### config.mk
export PLATFORM = sky130hd
export DESIGN_NAME = spi_char_tx
export DESIGN_NICKNAME = d
export VERILOG_FILES = /design/src/rtl/sct_pkg.sv /design/src/rtl/sct_regs.sv /design/src/rtl/sct_baud.sv /design/src/rtl/sct_shifter.sv /design/src/rtl/spi_char_tx.sv
export SDC_FILE = /design/constraint.sdc
export NUM_CORES = 1
export LEC_CHECK = 0
export ABC_AREA = 0
export BUFFER_PORTS_ARGS = -buffer_cell sky130_fd_sc_hd__buf_2
export CELL_PAD_IN_SITES_DETAIL_PLACEMENT = 0
export CELL_PAD_IN_SITES_GLOBAL_PLACEMENT = 1
export CORE_UTILIZATION = 46
export DETAILED_ROUTE_END_ITERATION = 8
export GPL_ROUTABILITY_DRIVEN = 0
export MAX_ROUTING_LAYER = met4
export PLACE_DENSITY = 0.9
export SYNTH_ARGS = -nofsm -noshare
export SYNTH_HDL_FRONTEND = slang
export SYNTH_HIERARCHICAL = 1
export SYNTH_SLANG_ARGS = --single-unit
### constraint.sdc
create_clock -name clk -period 4.09 [get_ports clk]
set_input_delay 1.227 -clock clk [delete_from_list [all_inputs] [get_ports clk]]
set_output_delay 1.227 -clock clk [all_outputs]
set_load 0.01 [all_outputs]
### src/rtl/sct_pkg.sv
// Shared constants, types and helpers for the serial character transmitter.
// Assumes the register map fixed in the brief.
package sct_pkg;

    localparam logic [2:0]  ADDR_MODE  = 3'd0;
    localparam logic [2:0]  ADDR_DIV   = 3'd1;
    localparam logic [2:0]  ADDR_CTRL  = 3'd2;
    localparam logic [2:0]  ADDR_DATA  = 3'd3;
    localparam logic [2:0]  ADDR_GUARD = 3'd4;
    localparam logic [23:0] GUARD_KEY  = 24'h5C7A19;
    localparam int          CHAR_MAX   = 9;

    typedef enum logic [2:0] {
        ST_IDLE,
        ST_LEAD,
        ST_SHIFT,
        ST_TRAIL,
        ST_GAP
    } sct_state_e;

    typedef enum logic [1:0] {
        SLOT_SHORT,
        SLOT_LONG,
        SLOT_FULL
    } sct_slot_e;

    // Packed so that a mode write maps wr_data[4:0] straight onto it.
    typedef struct packed {
        logic       cpha;
        logic       cpol;
        logic       nine;
        logic [1:0] len;
    } sct_mode_t;

    // Number of data bits in a character for a given mode.
    function automatic logic [3:0] char_bits(sct_mode_t m);
        return m.nine ? 4'd9 : (4'd5 + {2'b00, m.len});
    endfunction

endpackage

### src/rtl/sct_regs.sv
// Register file: mode (write protected), divider, chip-select force control,
// key-guarded lock and the transmit holding register.
// Assumes DIV_W <= 32 and one register write per clock.
module sct_regs
    import sct_pkg::*;
#(
    parameter int DIV_W = 16
) (
    input  logic                 clk,
    input  logic                 rst_n,
    input  logic                 wr_en,
    input  logic [2:0]           wr_addr,
    input  logic [31:0]          wr_data,
    input  logic                 take,
    output sct_mode_t            mode,
    output logic [DIV_W-1:0]     divider,
    output logic [CHAR_MAX-1:0]  hold_data,
    output logic                 hold_full,
    output logic                 force_cs,
    output logic                 locked
);

    logic wr_mode, wr_div, wr_ctrl, wr_data_q, wr_guard;

    // Decode the write strobe per register.
    always_comb begin
        wr_mode   = wr_en && (wr_addr == ADDR_MODE);
        wr_div    = wr_en && (wr_addr == ADDR_DIV);
        wr_ctrl   = wr_en && (wr_addr == ADDR_CTRL);
        wr_data_q = wr_en && (wr_addr == ADDR_DATA);
        wr_guard  = wr_en && (wr_addr == ADDR_GUARD) && (wr_data[31:8] == GUARD_KEY);
    end

    // Lock flag: only a keyed write changes it.
    always_ff @(posedge clk) begin
        if (!rst_n)        locked <= 1'b1;
        else if (wr_guard) locked <= wr_data[0];
    end

    // Mode register, writable only while unlocked.
    always_ff @(posedge clk) begin
        if (!rst_n)                  mode <= '0;
        else if (wr_mode && !locked) mode <= sct_mode_t'(wr_data[4:0]);
    end

    // Baud divider register.
    always_ff @(posedge clk) begin
        if (!rst_n)      divider <= '0;
        else if (wr_div) divider <= wr_data[DIV_W-1:0];
    end

    // Chip-select force flag; release wins over force.
    always_ff @(posedge clk) begin
        if (!rst_n) begin
            force_cs <= 1'b0;
        end else if (wr_ctrl) begin
            if (wr_data[1])      force_cs <= 1'b0;
            else if (wr_data[0]) force_cs <= 1'b1;
        end
    end

    // Holding register full flag; a write wins over a take in the same clock.
    always_ff @(posedge clk) begin
        if (!rst_n)         hold_full <= 1'b0;
        else if (wr_data_q) hold_full <= 1'b1;
        else if (take)      hold_full <= 1'b0;
    end

    // Holding register data.
    always_ff @(posedge clk) begin
        if (!rst_n)         hold_data <= '0;
        else if (wr_data_q) hold_data <= wr_data[CHAR_MAX-1:0];
    end

endmodule

### src/rtl/sct_baud.sv
// Half-period slot timer. Loads a slot length (short half, long half or a
// full bit period) and flags the last clock of the slot. Freezes while the
// divider is zero. Assumes load is only raised with a nonzero divider.
module sct_baud
    import sct_pkg::*;
#(
    parameter int DIV_W = 16
) (
    input  logic             clk,
    input  logic             rst_n,
    input  logic [DIV_W-1:0] divider,
    input  logic             load,
    input  sct_slot_e        sel,
    output logic             slot_end
);

    localparam int CW = DIV_W + 1;

    logic [CW-1:0] half_long, half_short, slot_len, cnt;

    // Split the bit period into a long and a short half, short at least 1.
    always_comb begin
        half_long  = ({1'b0, divider} + CW'(1)) >> 1;
        half_short = {1'b0, divider} >> 1;
        if (half_short == '0) half_short = CW'(1);
    end

    // Pick the length of the slot being loaded.
    always_comb begin
        case (sel)
            SLOT_LONG: slot_len = half_long;
            SLOT_FULL: slot_len = half_long + half_short;
            default:   slot_len = half_short;
        endcase
    end

    // Count the current slot down.
    always_ff @(posedge clk) begin
        if (!rst_n)                             cnt <= '0;
        else if (load)                          cnt <= slot_len;
        else if (cnt != '0 && divider != '0)    cnt <= cnt - CW'(1);
    end

    assign slot_end = (cnt == CW'(1)) && (divider != '0);

endmodule

### src/rtl/sct_shifter.sv
// Character sequencer and shift register. Walks lead, 2N clock slots, trail
// and gap, and drives the serial clock, data and framing chip select.
// Assumes slot_end pulses once at the last clock of each loaded slot.
module sct_shifter
    import sct_pkg::*;
(
    input  logic                clk,
    input  logic                rst_n,
    input  sct_mode_t           mode,
    input  logic                div_nz,
    input  logic [CHAR_MAX-1:0] hold_data,
    input  logic                hold_full,
    input  logic                force_cs,
    input  logic                slot_end,
    output logic                take,
    output logic                load,
    output sct_slot_e           sel,
    output sct_state_e          state,
    output logic [3:0]          nbits,
    output logic                sck,
    output logic                mosi,
    output logic                cs_n
);

    logic [4:0]          slot;
    logic [CHAR_MAX-1:0] sh;
    logic                last_slot;
    logic [3:0]          bits_new;

    // Start condition, character length and end-of-character detect.
    always_comb begin
        take      = (state == ST_IDLE) && hold_full && div_nz;
        bits_new  = char_bits(mode);
        last_slot = (slot == ({nbits, 1'b0} - 5'd1));
    end

    // Slot timer load requests: which half comes next.
    always_comb begin
        load = 1'b0;
        sel  = SLOT_SHORT;
        case (state)
            ST_IDLE:  if (take)     begin load = 1'b1; sel = SLOT_SHORT; end
            ST_LEAD:  if (slot_end) begin load = 1'b1; sel = SLOT_LONG;  end
            ST_SHIFT: if (slot_end) begin load = 1'b1; sel = slot[0] ? SLOT_LONG : SLOT_SHORT; end
            ST_TRAIL: if (slot_end) begin load = 1'b1; sel = SLOT_FULL;  end
            default:  ;
        endcase
    end

    // Sequencer state, slot index and shift register.
    always_ff @(posedge clk) begin
        if (!rst_n) begin
            state <= ST_IDLE;
            slot  <= '0;
            nbits <= 4'd5;
            sh    <= '0;
        end else begin
            case (state)
                ST_IDLE: if (take) begin
                    state <= ST_LEAD;
                    slot  <= '0;
                    nbits <= bits_new;
                    sh    <= hold_data << (4'd9 - bits_new);
                end
                ST_LEAD: if (slot_end) begin
                    state <= ST_SHIFT;
                    slot  <= '0;
                end
                ST_SHIFT: if (slot_end) begin
                    if (last_slot) state <= ST_TRAIL;
                    else           slot  <= slot + 5'd1;
                    if (slot[0])   sh    <= sh << 1;
                end
                ST_TRAIL: if (slot_end) state <= ST_GAP;
                ST_GAP:   if (slot_end) state <= ST_IDLE;
                default:  state <= ST_IDLE;
            endcase
        end
    end

    // Pin levels from the sequencer state.
    always_comb begin
        sck  = mode.cpol ^ ((state == ST_SHIFT) && (slot[0] ^ mode.cpha));
        mosi = 1'b0;
        if (state == ST_SHIFT)                     mosi = sh[CHAR_MAX-1];
        else if (state == ST_LEAD && !mode.cpha)   mosi = sh[CHAR_MAX-1];
        cs_n = !(force_cs || state == ST_LEAD || state == ST_SHIFT || state == ST_TRAIL);
    end

endmodule

### src/rtl/spi_char_tx.sv
// Top of the SPI master character transmitter: register file, slot timer
// and sequencer. Assumes a single clock domain and DIV_W <= 32.
module spi_char_tx
    import sct_pkg::*;
#(
    parameter int DIV_W = 16
) (
    input  logic        clk,
    input  logic        rst_n,
    input  logic        wr_en,
    input  logic [2:0]  wr_addr,
    input  logic [31:0] wr_data,
    output logic        tx_ready,
    output logic        tx_empty,
    output logic        sck,
    output logic        mosi,
    output logic        cs_n
);

    sct_mode_t           mode;
    logic [DIV_W-1:0]    divider;
    logic [CHAR_MAX-1:0] hold_data;
    logic                hold_full, force_cs, locked;
    logic                take, load, slot_end, div_nz;
    sct_slot_e           sel;
    sct_state_e          st;
    logic [3:0]          nbits;

    assign div_nz = (divider != '0);

    sct_regs #(.DIV_W(DIV_W)) u_regs (
        .clk(clk), .rst_n(rst_n), .wr_en(wr_en), .wr_addr(wr_addr),
        .wr_data(wr_data), .take(take), .mode(mode), .divider(divider),
        .hold_data(hold_data), .hold_full(hold_full), .force_cs(force_cs),
        .locked(locked)
    );

    sct_baud #(.DIV_W(DIV_W)) u_baud (
        .clk(clk), .rst_n(rst_n), .divider(divider), .load(load),
        .sel(sel), .slot_end(slot_end)
    );

    sct_shifter u_shift (
        .clk(clk), .rst_n(rst_n), .mode(mode), .div_nz(div_nz),
        .hold_data(hold_data), .hold_full(hold_full), .force_cs(force_cs),
        .slot_end(slot_end), .take(take), .load(load), .sel(sel),
        .state(st), .nbits(nbits), .sck(sck), .mosi(mosi), .cs_n(cs_n)
    );

    // Status flags.
    always_comb begin
        tx_ready = !hold_full;
        tx_empty = !hold_full && (st == ST_IDLE);
    end

endmodule

=== After elaboration in Yosys (flattened, before gate mapping) ===
Cells that the tools add are included.

* Bitwise logic cells: 2
* Multiplexer cells: 35
* Equal/unequal tests: 21
* Shift-type cells: 1
* Add/subtract/negate cells: 7
* Reduce and logical (&&, ||, !) cells: 37

{| class="wikitable"
|+ Operator list
! cell !! count
|-
| $mux W17 || 2
|-
| $pmux W17 S2 || 1
|-
| $mux W9 || 3
|-
| $eq A24 B23 Y1 const B || 1
|-
| $mux W5 || 4
|-
| $mux W3 || 6
|-
| $pmux W9 S2 || 1
|-
| $add A16 B1 Y17 const B || 1
|-
| $add A16 B17 Y17 || 1
|-
| $eq A17 B1 Y1 const B || 1
|-
| $logic_not A17 Y1 || 1
|-
| $reduce_bool A17 Y1 || 1
|-
| $sub A17 B1 Y17 const B || 1
|-
| $reduce_bool A16 Y1 || 1
|-
| $mux W15 || 1
|-
| $pmux W3 S5 || 1
|-
| $pmux W5 S3 || 1
|-
| $logic_and A1 B1 Y1 || 14
|-
| $eq A3 B2 Y1 const B || 4
|-
| $ne A2 B2 Y1 const B || 6
|-
| $mux W1 || 10
|-
| $shl A9 B4 Y9 || 1
|-
| $reduce_bool A2 Y1 || 4
|-
| $eq A3 B1 Y1 const B || 2
|-
| other kinds (23) || 34
|}

* Output and inout port bits: 5
* Bits in registers: 71
* Bits of input ports: 38
* Logic and storage cells: 117

=== Longest topological paths before layout ===
* Depth in word-level cells: 7
* Depth in mapped cells: 15
* Depth with buffers taken out: 14

=== Cells and area by module ===
Netlist, hierarchy kept.

{| class="wikitable"
|+ By module, submodules not included
! module !! seq. area each (um2) !! times used !! cells an instance !! area each (um2)
|-
| sct_baud || 340.3 || 1 || 364 || 2632.5
|-
| sct_shifter || 420.4 || 1 || 199 || 1640.3
|-
| sct_regs || 660.6 || 1 || 151 || 1355.0
|-
| spi_char_tx || 0.0 || 1 || 7 || 41.3
|}

=== Worst setup path after synthesis ===
OpenSTA, ideal clock, no wires.

* Kind: register -> register
* Start: reg u_baud.cnt[2]
* End: reg u_baud.cnt[10]
* Buffers on the path: 1
* Period minus slack after synthesis: 3.075 ns
* Setup slack: 1.015 ns
* Data required time: 4.020 ns
* Cell stages (with the launch flop): 14
* Setup time: 0.070 ns
* Arrival: 3.005 ns
* Cell sequence: dfxtp_1 nor4_4 nand3_1 a21oi_1 and3_1 nand2b_1 nor2_1 inv_1 ha_1 clkbuf_1 or4_1 a211oi_1 nor3_1 a21oi_1

* Word-level cells in the longest chain between the ends: 7
* Elaborated cells on any way between the ends: 17
* Those cells by class: add/sub: 1; eq/ne: 3; mux: 9; reduce/logical: 4

{| class="wikitable"
|+ RTL lines
! what !! line !! source
|-
| start: declaration || sct_baud.sv:19 || <nowiki>logic [CW-1:0] half_long, half_short, slot_len, cnt;</nowiki>
|-
| start signal: assignment || sct_baud.sv:40 || <nowiki>else if (load) cnt <= slot_len;</nowiki>
|-
| start signal: assignment || sct_baud.sv:41 || <nowiki>else if (cnt != '0 && divider != '0) cnt <= cnt - CW'(1);</nowiki>
|-
| $eq A17 B1 Y1 * || sct_baud.sv:44 || <nowiki>assign slot_end = (cnt == CW'(1)) && (divider != '0);</nowiki>
|-
| $logic_and A1 B1 Y1 * || sct_baud.sv:44 ||
|-
| named net slot_end || spi_char_tx.sv:24 || <nowiki>logic take, load, slot_end, div_nz;</nowiki>
|-
| $mux W2 / $mux W1 (equally long branches) || sct_shifter.sv:44, sct_shifter.sv:43 ||
|-
| $pmux W2 S3 * || sct_shifter.sv:41 || <nowiki>case (state)</nowiki>
|-
| named net sel[0] || spi_char_tx.sv:25 || <nowiki>sct_slot_e sel;</nowiki>
|-
| $eq A2 B2 Y1 / $eq A2 B1 Y1 (equally long branches) || sct_baud.sv:30 || <nowiki>case (sel)</nowiki>
|-
| $pmux W17 S2 * || sct_baud.sv:30 ||
|-
| $mux W17 * || sct_baud.sv:40 ||
|}

The timed path passes the listed nets; every way through them passes the cells marked *. The select of a mux whose other input is x is not followed.
A chain may end at the register's enable or synchronous reset.

=== Worst setup path after layout ===
* Start: reg u_regs.divider[14]
* End: reg u_baud.cnt[8]

* Word-level cells in the longest chain between the ends: 7
* Elaborated cells on any way between the ends: 19
* Those cells by class: add/sub: 1; eq/ne: 2; mux: 10; reduce/logical: 6

{| class="wikitable"
|+ RTL lines
! what !! line !! source
|-
| start: declaration || sct_regs.sv:16 || <nowiki>output logic [DIV_W-1:0] divider,</nowiki>
|-
| start signal: assignment || sct_regs.sv:49 || <nowiki>else if (wr_div) divider <= wr_data[DIV_W-1:0];</nowiki>
|-
| $reduce_bool A16 Y1 * || sct_baud.sv:44 ||
|-
| $logic_and A1 B1 Y1 * || sct_baud.sv:44 ||
|-
| named net slot_end || spi_char_tx.sv:24 ||
|-
| $mux W2 * || sct_shifter.sv:45 || <nowiki>ST_TRAIL: if (slot_end) begin load = 1'b1; sel = SLOT_FULL; end</nowiki>
|-
| $pmux W2 S3 * || sct_shifter.sv:41 ||
|-
| named net sel[1] || spi_char_tx.sv:25 ||
|-
| $eq A2 B2 Y1 / $eq A2 B1 Y1 (equally long branches) || sct_baud.sv:30 ||
|-
| $pmux W17 S2 * || sct_baud.sv:30 ||
|-
| $mux W17 * || sct_baud.sv:40 ||
|}

The timed path passes the listed nets; every way through them passes the cells marked *.

==> flow_summary.ini <==
[synth]
synthCells = 721
synth.largest_area_cell = dfxtp_1
synth-edff-count = 0
ys_ff_latch = 71
synth_cell_types = 90
synth_ff_type = dfxtp_1
yosys_warnings = 6
synth_top_area_share_pct = 25.07
yosysMostFrequentCell = nand2_1
synth-async-reset-ratio_pct = 0
synth_area_leaders = dfxtp_1 25%, nand2_1 6.5%, ha_1 5.5%
syn_avg_cell_area_um2 = 7.863
synthTopCellsByCount = 98 x nand2_1, 71 x dfxtp_1, 42 x a21oi_1
synthesis.nets = 785
ys_seq_area_share_pct = 25.07
synth.cell_area_mm2 = 0.005669

[critical_path]
rr_endpoint = u_baud/cnt[8]
slowest_delay_ps = 660
worst-endpoint-arrival_ps = 4170
cp_cell_sequence = nor4_1 -> and4_1 -> a21oi_1 -> and3_1 -> and4_1 -> ha_1 -> nor3_1 -> a221o_1 -> a31oi_1 -> a21oi_1
rr_worst_depth = 10
crit_fanout = 20
cp-end-kind = flop
slowest_stage = nor4_1
path_class = flop to flop
cpLargestDelayFamily = simple AND/OR/NAND/NOR gates
r2r-start = u_regs/divider[14]
setup.worst_path.start_class = flop
path_buf_inv = 0
crit_required_ps = 4300
reg2reg_slack_ps = 130

[drt]
ant_nets = 0
dr.pass1.iters = 6
vias_per_cell = 6.370
routed_wl_mm = 15.87
wl_per_cell_um = 17.85
vias = 5663
drt_first_iter_violations = 510
drc = 0

[clock_network]
clockRootBuffer = clkbuf_16
cts_resized = 0
clk_pin_slew_ps = 60
clock_sinks = 71
ctsHoldBuffers = 0
cts_max_path_buffers = 2
cts_tree = yes
insertion_delay_ps = 340
htree_levels = 3
cts-buffers-inserted = 9
post_cts_buffers = 0

[timing]
min_period_ps = 3960
skew_ps = 9.776
fmax_mhz = 252.5
rsz0062_at_grt = false
worst_slew_pin_slew_ps = 903.2
setup_slack_ps = 130.2
timing.hold.ws_ps = 473.6
slew_violations = 0
fin_crit_sh_pct = 96.82
setup-violations-final = 0
final_hold_viol_count = 0
relSlewSlack_pct = 39.66
tns_ps = 0

[die]
die_x_um = 113.0
die_h_um = 113.0
std_cell_rows = 40
die_area_mm2 = 0.01277
core_area_mm2 = 0.01201
start_util_pct = 47.20
boundaryPins = 43

[min_path]
hold_start = u_regs/hold_data[8]
min_delay_path_depth = 2
hold_path.class = flop to flop
min_to = u_regs/hold_data[8]

[global_routing]
top_usage_layer = met2
gr-total-overflow = 0
grt_pass1_wl_mm = 25.69
met2_usage_pct = 41.06
grt_antenna_before_repair = 0
first_global_vias = 5203
met1_usage_pct = 33.68
grt_use_total_pct = 26.04
grtUsageMet3_pct = 4.392
grt_max_degree = 35

[finish]
area_growth_pct = 10.46
final_core_util_pct = 52.14
final_layout_size_suffix_gt1_share_pct = 14.42
nNetsFinal = 801
antenna_cells = 0

[flow_run]
max-cap-violations = 0

[power]
power.leakage_nw = 2.400
pwr_density_cell_mw_per_mm2 = 451.0
ir_drop_mv = 0.1991

[place]
place_ws_ps = 339.5
portBuffers = 42
hpwl_mm = 11.94

[run_status]
outcome = finished clean
[cell families (layout without fill, tap and decap cells)]
group | Yosys count | in the layout | share of synthesized area, %
AOI/OAI and AO/OA | 203 | 203 | 25.05
DFF | 71 | 71 | 25.07
buffers and inverters | 74 | 95 | 5.562
xor gates and xnor gates | 37 | 37 | 5.716
and+or+nand+nor | 296 | 296 | 29.57
adders and majority gates | 26 | 26 | 5.871
muxes | 14 | 14 | 3.156
[per-stage QoR]
stage / cell area (um2) / power, mW / std cells
after floorplan: 5669 / 1.651 / 721
after global placement: 5932 / 1.901 / 873
after detailed placement: 5932 / 1.923 / 873
after CTS: 6262 / 2.806 / 889
after global routing: 6262 / 2.957 / 889
final: 6262 / 2.825 / 889
[routing by layer]
layer / part of all wire (%) / wire length, um
met4: 1.5 / 241
met3: 7.9 / 1256
met1: 44 / 7054
met2: 46 / 7317
met5: 0 / 0
[worst max path at each step]
stage | endpoint | startpoint | depth (start not counted) | slack (ps)
global placement | u_baud/cnt[12] | u_regs/divider[14] | 10 | 390
floorplan | u_baud/cnt[10] | u_baud/cnt[2] | 13 | 1010
global route | u_baud/cnt[15] | u_regs/divider[14] | 11 | 3
CTS | u_baud/cnt[15] | u_regs/divider[14] | 11 | 310
finish | u_baud/cnt[8] | u_regs/divider[14] | 10 | 130
detailed placement | u_baud/cnt[15] | u_regs/divider[14] | 11 | 340
[where the power goes]
| part | switching [mW] | internal (mW) | total [mW] |
|---|---|---|---|
| registers | 0.134 | 0.778 | 0.912 |
| clock network | 0.324 | 0.542 | 0.866 |
| logic | 0.600 | 0.446 | 1.05 |
[layout make-up]
type                    count  area [um2]
multi-input cells         576        3933
fillers                  1188        5749
repair buffers             54       300.3
well taps                 147       183.9
flip-flops and latches     71        1421
clock buffers               9       225.2
clock inverters             7       105.1
inverters                  25       93.84
[worst register-to-register path: cells and delay by family, from the launching register on]
kind	cells	cell delay, ps
AOI/OAI and AO/OA	4	910
adders and majority gates	1	650
and+or+nand+nor	5	1860
DFF	1	420
[sequential cells by signal, summed over array words and instances, names as in the netlist]
signal and cells:
u_shift/state 3, u_regs/mode 5, u_baud/cnt 17, u_regs/force_cs 1
u_regs/hold_data 9, u_shift/nbits 4, u_shift/sh 9, u_regs/divider 16
u_shift/slot 5, u_regs/locked 1, u_regs/hold_full 1
[cell usage in the layout (no fill, tap or decap), types with 12 or more instances in the layout]
cell type | synthesis | final
nor2_1 | 31 | 31
buf_4 | 2 | 12
dfxtp_1 | 71 | 71
a21oi_1 | 42 | 42
nand2_1 | 98 | 98
inv_1 | 25 | 25
o21ai_0 | 30 | 30
or3_1 | 12 | 12
xor2_1 | 15 | 15
buf_2 | 12 | 42
nand4_1 | 18 | 18
nor4_1 | 12 | 12
a21boi_0 | 24 | 24
nor2b_1 | 16 | 16
nand3_1 | 23 | 23
a21o_1 | 13 | 13
nor3_1 | 12 | 12
xnor2_1 | 22 | 22
ha_1 | 25 | 25
Note: power is estimated with default switching activity, not from simulation.
